===== config.mk =====
export PLATFORM = sky130hd
export DESIGN_NAME = legacy_board_cfg
export DESIGN_NICKNAME = d
export VERILOG_FILES = /design/src/rtl/lbc_pkg.sv /design/src/rtl/lbc_addr_decode.sv /design/src/rtl/lbc_reg_bank.sv /design/src/rtl/lbc_read_mux.sv /design/src/rtl/lbc_port_map.sv /design/src/rtl/legacy_board_cfg.sv
export SDC_FILE = /design/constraint.sdc
export NUM_CORES = 1
export LEC_CHECK = 0
export BUFFER_PORTS_ARGS = -buffer_cell sky130_fd_sc_hd__buf_2
export CAP_MARGIN = 20
export CORE_UTILIZATION = 40
export CTS_CLUSTER_DIAMETER = 30
export DETAILED_ROUTE_END_ITERATION = 8
export GPL_TIMING_DRIVEN = 0
export PLACE_DENSITY = 0.72
export SKIP_CTS_REPAIR_TIMING = 1
export SLEW_MARGIN = 0
export SYNTH_ARGS = -nofsm -noshare
export SYNTH_HDL_FRONTEND = slang
export SYNTH_SLANG_ARGS = --single-unit
export TNS_END_PERCENT = 20

===== constraint.sdc =====
create_clock -name clk -period 4.4 [get_ports clk]
set_input_delay 0.22 -clock clk [delete_from_list [all_inputs] [get_ports clk]]
set_output_delay 0.22 -clock clk [all_outputs]
set_load 0.02 [all_outputs]

===== src/rtl/lbc_pkg.sv =====
package lbc_pkg;

  localparam int ADDR_W = 16;
  localparam int DATA_W = 8;
  localparam int NPORT  = 8;
  localparam int NREG   = NPORT - 1;

  // port index 0 is the constant-zero port; port i+1 holds register i
  localparam logic [ADDR_W-1:0] PORT_ADDR [NPORT] = '{
    16'h0091, 16'h0092, 16'h0094, 16'h0102,
    16'h0103, 16'h0104, 16'h0105, 16'h0190
  };

  localparam int REG_SYSCTL = 0;
  localparam int REG_PERIPH = 2;

  localparam logic [DATA_W-1:0] REG_RST [NREG] = '{
    8'h00, 8'h00, 8'h10, 8'h00, 8'h00, 8'h00, 8'h00
  };

  localparam logic [DATA_W-1:0] REG_FORCE [NREG] = '{
    8'h00, 8'h00, 8'h08, 8'h00, 8'h00, 8'h00, 8'h00
  };

  localparam int BIT_A20   = 1;
  localparam int BIT_SER   = 2;
  localparam int BIT_PAR   = 4;
  localparam int SEL_LO    = 5;

  typedef enum logic [1:0] {
    PBASE_3BC  = 2'd0,
    PBASE_378  = 2'd1,
    PBASE_278  = 2'd2,
    PBASE_NONE = 2'd3
  } par_sel_e;

  function automatic logic [ADDR_W-1:0] base_of(par_sel_e sel);
    case (sel)
      PBASE_3BC: return 16'h03BC;
      PBASE_378: return 16'h0378;
      PBASE_278: return 16'h0278;
      default:   return '0;
    endcase
  endfunction

endpackage


===== src/rtl/lbc_addr_decode.sv =====
module lbc_addr_decode
  import lbc_pkg::*;
#(
  parameter int AW = ADDR_W,
  parameter int NP = NPORT
) (
  input  logic [AW-1:0] addr,
  output logic [NP-1:0] hit
);

  for (genvar gi = 0; gi < NP; gi++) begin : g_cmp
    assign hit[gi] = (addr == PORT_ADDR[gi]);
  end

endmodule


===== src/rtl/lbc_reg_bank.sv =====
module lbc_reg_bank
  import lbc_pkg::*;
#(
  parameter int DW = DATA_W,
  parameter int NP = NPORT,
  localparam int NR = NP - 1
) (
  input  logic          clk,
  input  logic          rst_n,
  input  logic          wr_en,
  input  logic [DW-1:0] wdata,
  input  logic [NP-1:0] hit,
  output logic [DW-1:0] reg_q [NR]
);

  logic [DW-1:0] reg_d  [NR];
  logic [NR-1:0] reg_we;

  for (genvar gi = 0; gi < NR; gi++) begin : g_reg
    assign reg_we[gi] = wr_en & hit[gi+1];

    always_comb begin
      reg_d[gi] = reg_q[gi];
      if (reg_we[gi]) begin
        reg_d[gi] = wdata;
      end
    end

    always_ff @(posedge clk or negedge rst_n) begin
      if (!rst_n) begin
        reg_q[gi] <= REG_RST[gi];
      end else begin
        reg_q[gi] <= reg_d[gi];
      end
    end

    AST_WRITE_CAPTURE: assert property (@(posedge clk) disable iff (!rst_n)
      (wr_en && hit[gi+1]) |=> reg_q[gi] == $past(wdata));
    AST_REG_HOLD: assert property (@(posedge clk) disable iff (!rst_n)
      !(wr_en && hit[gi+1]) |=> $stable(reg_q[gi]));
  end

endmodule


===== src/rtl/lbc_read_mux.sv =====
module lbc_read_mux
  import lbc_pkg::*;
#(
  parameter int DW = DATA_W,
  parameter int NP = NPORT,
  localparam int NR = NP - 1
) (
  input  logic          rd_en,
  input  logic [NP-1:0] hit,
  input  logic [DW-1:0] reg_q [NR],
  output logic [DW-1:0] rdata
);

  logic [DW-1:0] sel_val;

  always_comb begin
    sel_val = '0;
    for (int i = 0; i < NR; i++) begin
      sel_val = sel_val | ((reg_q[i] | REG_FORCE[i]) & {DW{hit[i+1]}});
    end
  end

  always_comb begin
    if (!rd_en || !(|hit)) begin
      rdata = '1;
    end else if (hit[0]) begin
      rdata = '0;
    end else begin
      rdata = sel_val;
    end
  end

endmodule


===== src/rtl/lbc_port_map.sv =====
module lbc_port_map
  import lbc_pkg::*;
#(
  parameter int AW = ADDR_W
) (
  input  logic          a20_bit,
  input  logic          ser_bit,
  input  logic          par_bit,
  input  logic [1:0]    sel_bits,
  output logic          a20_alt,
  output logic          ser_en,
  output logic          par_en,
  output logic [1:0]    par_sel,
  output logic [AW-1:0] par_base
);

  par_sel_e sel;

  always_comb begin
    sel      = par_sel_e'(sel_bits);
    a20_alt  = a20_bit;
    ser_en   = ser_bit;
    par_sel  = sel_bits;
    par_en   = par_bit && (sel != PBASE_NONE);
    par_base = par_en ? base_of(sel) : '0;
  end

endmodule


===== src/rtl/legacy_board_cfg.sv =====
module legacy_board_cfg
  import lbc_pkg::*;
#(
  parameter int AW = ADDR_W,
  parameter int DW = DATA_W,
  parameter int NP = NPORT,
  localparam int NR = NP - 1
) (
  input  logic          clk,
  input  logic          rst_n,
  input  logic [AW-1:0] addr,
  input  logic          wr_en,
  input  logic          rd_en,
  input  logic [DW-1:0] wdata,
  output logic [DW-1:0] rdata,
  output logic          a20_alt,
  output logic          ser_en,
  output logic          par_en,
  output logic [1:0]    par_sel,
  output logic [AW-1:0] par_base
);

  logic [NP-1:0] hit;
  logic [DW-1:0] reg_q [NR];

  lbc_addr_decode #(.AW(AW), .NP(NP)) u_dec (
    .addr (addr),
    .hit  (hit)
  );

  lbc_reg_bank #(.DW(DW), .NP(NP)) u_bank (
    .clk   (clk),
    .rst_n (rst_n),
    .wr_en (wr_en),
    .wdata (wdata),
    .hit   (hit),
    .reg_q (reg_q)
  );

  lbc_read_mux #(.DW(DW), .NP(NP)) u_rmux (
    .rd_en (rd_en),
    .hit   (hit),
    .reg_q (reg_q),
    .rdata (rdata)
  );

  lbc_port_map #(.AW(AW)) u_map (
    .a20_bit  (reg_q[REG_SYSCTL][BIT_A20]),
    .ser_bit  (reg_q[REG_PERIPH][BIT_SER]),
    .par_bit  (reg_q[REG_PERIPH][BIT_PAR]),
    .sel_bits (reg_q[REG_PERIPH][SEL_LO+1:SEL_LO]),
    .a20_alt  (a20_alt),
    .ser_en   (ser_en),
    .par_en   (par_en),
    .par_sel  (par_sel),
    .par_base (par_base)
  );

  AST_DECODE_UNIQUE: assert property (@(posedge clk) disable iff (!rst_n)
    $onehot0(hit));
  AST_UNMAPPED_READ: assert property (@(posedge clk) disable iff (!rst_n)
    (rd_en && (hit == '0)) |-> rdata == '1);
  AST_IDLE_READ: assert property (@(posedge clk) disable iff (!rst_n)
    !rd_en |-> rdata == '1);
  AST_ZERO_PORT: assert property (@(posedge clk) disable iff (!rst_n)
    (rd_en && addr == 16'h0091) |-> rdata == '0);
  AST_A20_FOLLOWS: assert property (@(posedge clk) disable iff (!rst_n)
    (wr_en && addr == 16'h0092) |=> a20_alt == $past(wdata[BIT_A20]));
  AST_SER_FOLLOWS: assert property (@(posedge clk) disable iff (!rst_n)
    (wr_en && addr == 16'h0102) |=> ser_en == $past(wdata[BIT_SER]));
  AST_RESERVED_SEL: assert property (@(posedge clk) disable iff (!rst_n)
    (par_sel == 2'd3) |-> !par_en);
  AST_PAR_OFF_BASE: assert property (@(posedge clk) disable iff (!rst_n)
    !par_en |-> par_base == '0);
  AST_PERIPH_BIT3: assert property (@(posedge clk) disable iff (!rst_n)
    (rd_en && addr == 16'h0102) |-> rdata[3]);

endmodule


; Word-level counts from Yosys, hierarchy flattened
; Cells that the tools add are included.
[totals]
reg_bits = 56
inputBits = 28
out_inout_bits = 29
elab_cells = 48
[op_classes]
n_eq_ne = 11
muxes = 4
bitwise = 20
reduce_logical = 6
[ops]
columns = op, count
row1 = 16-bit by 9-bit == test with 1-bit output (second input constant), 5
row2 = 8-bit bitwise AND, 7
row3 = 16-bit by 8-bit == test with 1-bit output (second input constant), 3
row4 = 8-bit bitwise OR, 6
row5 = 10-bit case mux with 3 select lines, 1
row6 = 8-bit two-way mux, 2
row7 = 10-bit two-way mux, 1
row8 = 8-bit OR reduction, 1
row9 = 1-bit bitwise AND, 7
row10 = 2-bit by 1-bit == test with 1-bit output (second input constant), 1
row11 = 2-bit == test (second input constant), 1
row12 = 1-bit zero test, 2
row13 = 2-bit zero test, 1
row14 = 2-bit != test (second input constant), 1
row15 = 1-bit logical AND, 1
row16 = 1-bit logical OR, 1

; Longest topological paths before layout
[logic_depth]
depth_word = 10
mapped_depth = 7
depth_no_buf = 5

; Cells and area by module
; From an unflattened synthesis, not the netlist that was laid out.
[unflattened]
cells_unflattened = 222
hier_area_um2 = 2879.0
[by_module_without_submodules]
columns = mod, n_inst, cells_each, area_per_inst_um2, seq_area_each_um2
row1 = lbc_reg_bank, 1, 120, 2088.3, 1402.6
row2 = lbc_read_mux, 1, 50, 392.9, 0.0
row3 = lbc_port_map, 1, 28, 221.5, 0.0
row4 = lbc_addr_decode, 1, 24, 176.4, 0.0

; Worst setup path before layout
; OpenSTA, ideal clock, no wires.
[synth_path]
path_type = input -> output
from = input port addr[13]
to = output port rdata[6]
arrival_ps = 1699
t_required_ps = 4180
setup_slack_ps = 2481
path_stages = 5
n_path_buf = 0
cell_sequence = nor4_4 > nand4_1 > o22ai_1 > o21ai_1 > a2111o_1
[synth_via]
elab_chain_len = 10
elab_cells_between_ends = 26
cone_classes = eq/ne (8) / mux (2) / bitwise (13) / reduce/logical (3)
[synth_lines]
columns = element, line_no
row1 = from (decl), legacy_board_cfg.sv:11  ; input logic [AW-1:0] addr,
row2 = 16-bit by 8-bit == test with 1-bit output, lbc_addr_decode.sv:12  ; assign hit[gi] = (addr == PORT_ADDR[gi]);
row3 = 8-bit bitwise AND, lbc_read_mux.sv:19  ; sel_val = sel_val | ((reg_q[i] | REG_FORCE[i]) & {DW{hit[i+1]}});
row4 = 8-bit bitwise OR (6 in a row), lbc_read_mux.sv:19
row5 = 8-bit two-way mux, lbc_read_mux.sv:26  ; end else if (hit[0]) begin
row6 = 8-bit two-way mux (*), lbc_read_mux.sv:24  ; if (!rd_en || !(|hit)) begin
row7 = to (decl), legacy_board_cfg.sv:15  ; output logic [DW-1:0] rdata,
; Mark *: on every way between the ends. The rest lies on a longest branch, timed or not.

; Final worst setup path
; Same ends and word-level chain as after synthesis.

==> results.md <==
* Die H at 87.78 um
* Max-Cap Viols at 0
* Crit Reg-Reg Startpoint: u_bank.reg_q[37]
* # setup viols final at 0
* Ys Warns at 0
* Fin crit period at about 2700 ps
* RSZ-0062 raised after global routing: false
* Initial antenna violation count at 0
* Path depth of the worst reg2reg path at 1
* Final wirelength at about 6600 um
* Largest net degree at the start of global routing at 43
* First-pass GRT wire length at 10,700 um
* GRT Total Usage at 0.1855
* Register area share after synthesis at 0.4681
* WP data required at around 4200 ps
* Initial DRC count at 179
* Pre-CTS setup slack at 1678 ps
* Final #Nets at about 330
* Kind of critical path: in2out
* Worst rel slew slack at 0.4417
* Post-synth top area cell: dfrtp_1
* Ys flop type: dfrtp_1
* Via count at 2,107
* Fin. max-slew vios at 0
* FFs w/ async S/R, synth at 1.000
* Worst r2r dst: u_bank.reg_q[37]
* Vias per cell at ~5.4
* P_leak at between 1.5 and 2 nW
* CTS root buf: clkbuf_8
* Hold Crit Class: in2reg
* H-tree Lvls at 2
* Area grow syn2layout at 17.05%
* Final Hold Viols at 0
* Proportion of layout cells with a drive suffix above 1 at 0.4746
* Clock buffer depth at 2
* Post-route ant nets at 0
* TNS Setup at 0 ps
* Commonest non-fill, non-tap cell in the layout: mux2_2
* Status: completed
* Post-synth top area share at 0.4592
* Multi-input logic area at about 1400 um2
* # IOs at 57
* RePlAce Congestion at roughly 0.76
* Worst-path clk slew at ~100 ps
* TritonRoute pass-1 iters at 4
* Tcrit/Tclk final at 0.6154
* Syn Area/Cell at 12.68 um2
* Initial Util at 0.4238
* Reg2Reg Setup Slack at between 3000 and 4000 ps
* Chip width at 87.78 um
* Largest cells by area after synthesis: dfrtp_1, mux2_2, buf_4, a2111o_1, nor4_4
* Crit. End Element: output port
* Met2 Use GR at 0.2854
* Final cell count without fillers at ~390
* Post-synthesis cell area at about 2900 um2
* Most flop-heavy register: u_bank.reg_q
* Diode count at 0
* Top flop regs: u_bank.reg_q x55
* Met1 usage at 0.2631
* Core Box Area at roughly 7000 um2
* Max FFs per register at 55
* Worst Min Path Start: wdata[0]
* Clock sinks at between 50 and 60
* DPL Wire Length at 4653 um
* Register Area at ~1400 um2
* Die area at 7704 um2
* Setup ws final at ~1700 ps
* Crit path arrival time at 2490 ps
* Crit path to: rdata[6]
* Worst-Skew Late Latency at between 300 and 400 ps
* Fill cells at 615
* Crit path from: addr[13]
* Placed insts at about 380
* Number of global-route vias before repair at 2,058
* Post-synth EDFFs at 0
* CP max FO at 8
* Grt peak-use layer: met2
* Port bufs at 46
* Row cnt at 30
* CTS tree: built
* Max Clock Skew at 0 ps
* DR WL/cell at about 17 um
* Most frequent cells in the layout: mux2_2, dfrtp_1, buf_2
* M3 GR Usage at 0.04147
* F_max at ~0.37 GHz
* CTS buffer count at 5
* Critical Path Start Type: input port
* Post-Synthesis Cells at between 200 and 250
* Yosys cell types at 42
* Synth Register Bits at between 50 and 60
* VDD IR max at around 0.00017 V
* P per Cell Area at between 200 and 300 nW/um2
* Worst Hold Margin at approximately 230 ps
* DRC Markers at 0
* Total congestion overflow at 0
* Slew @ Worst Pin at around 830 ps
## cells in the mapped netlist, drive strengths merged, types with 6 or more instances
| cell | count |
|---|---|
| a22oi | 8 |
| buf | 19 |
| nand2 | 8 |
| a2111o | 7 |
| dfrtp | 54 |
| o2bb2ai | 6 |
| nor2 | 8 |
| nor2b | 7 |
| a222oi | 6 |
| mux2 | 56 |
## metal layers
layer,vias up,share of wire
met5,-,0
met4,0,0.0090
met3,7,0.060
met2,66,0.48
met1,1047,0.45
li1,987,-
## worst max-delay path: stages
cell and delay [ps]:
buf_2 110, nor4_4 410, nand4_1 520, o22ai_1 270, o21ai_1 330, a2111o_1 460, buf_2 170
## area by class of cell
class / count / area share
Clock inverter: 1 / 0.002543
Timing Repair Buffer: 48 / 0.07555
Tap cell: 96 / 0.03487
Clock buffer: 7 / 0.02506
Multi-Input combinational cell: 159 / 0.4159
Inverter: 3 / 0.003269
Sequential cell: 55 / 0.3999
Buffer: 22 / 0.04286
## stage by stage
step                instance area (um2)  utilization  total power [mW]
finish                             3445       0.4960            0.8637
global route                       3445       0.4960            0.9037
CTS                                3435       0.4946            0.8735
detailed placement                 3339       0.4809            0.5830
global placement                   3319       0.4780            0.5798
floorplan                          2969            -            0.5460
## report_power, final
group / internal, mW / leakage (nW) / switching, mW / total [mW]
clock network: 0.129 / 0.0484 / 0.161 / 0.291
registers: 0.505 / 0.765 / 0.0000978 / 0.505
logic: 0.0239 / 0.866 / 0.0437 / 0.0676
## how the worst min path moves through the flow
| stage | to | slack, ps | cells past startpoint |
|---|---|---|---|
| 5_1_grt | u_bank.reg_q[19] | 220 | 2 |
| 3_5_place_dp | u_bank.reg_q[46] | 140 | 1 |
| 3_3_place_gp | u_bank.reg_q[27] | 480 | 1 |
| 6_report | u_bank.reg_q[0] | 230 | 2 |
| 4_1_cts | u_bank.reg_q[55] | -200 | 1 |
| 2_1_floorplan | u_bank.reg_q[0] | -80 | 0 |
## cells by family after synthesis
logic type	count (synthesis)	share of synthesized area
buffers and inverters	25	0.05400
DFF	55	0.4681
AOI/OAI and AO/OA	40	0.1114
muxes	56	0.2143
adders and majority gates	4	0.01701
other	1	0.001274
and+or+nand+nor	51	0.1339
(Power assumes the default switching activity.)
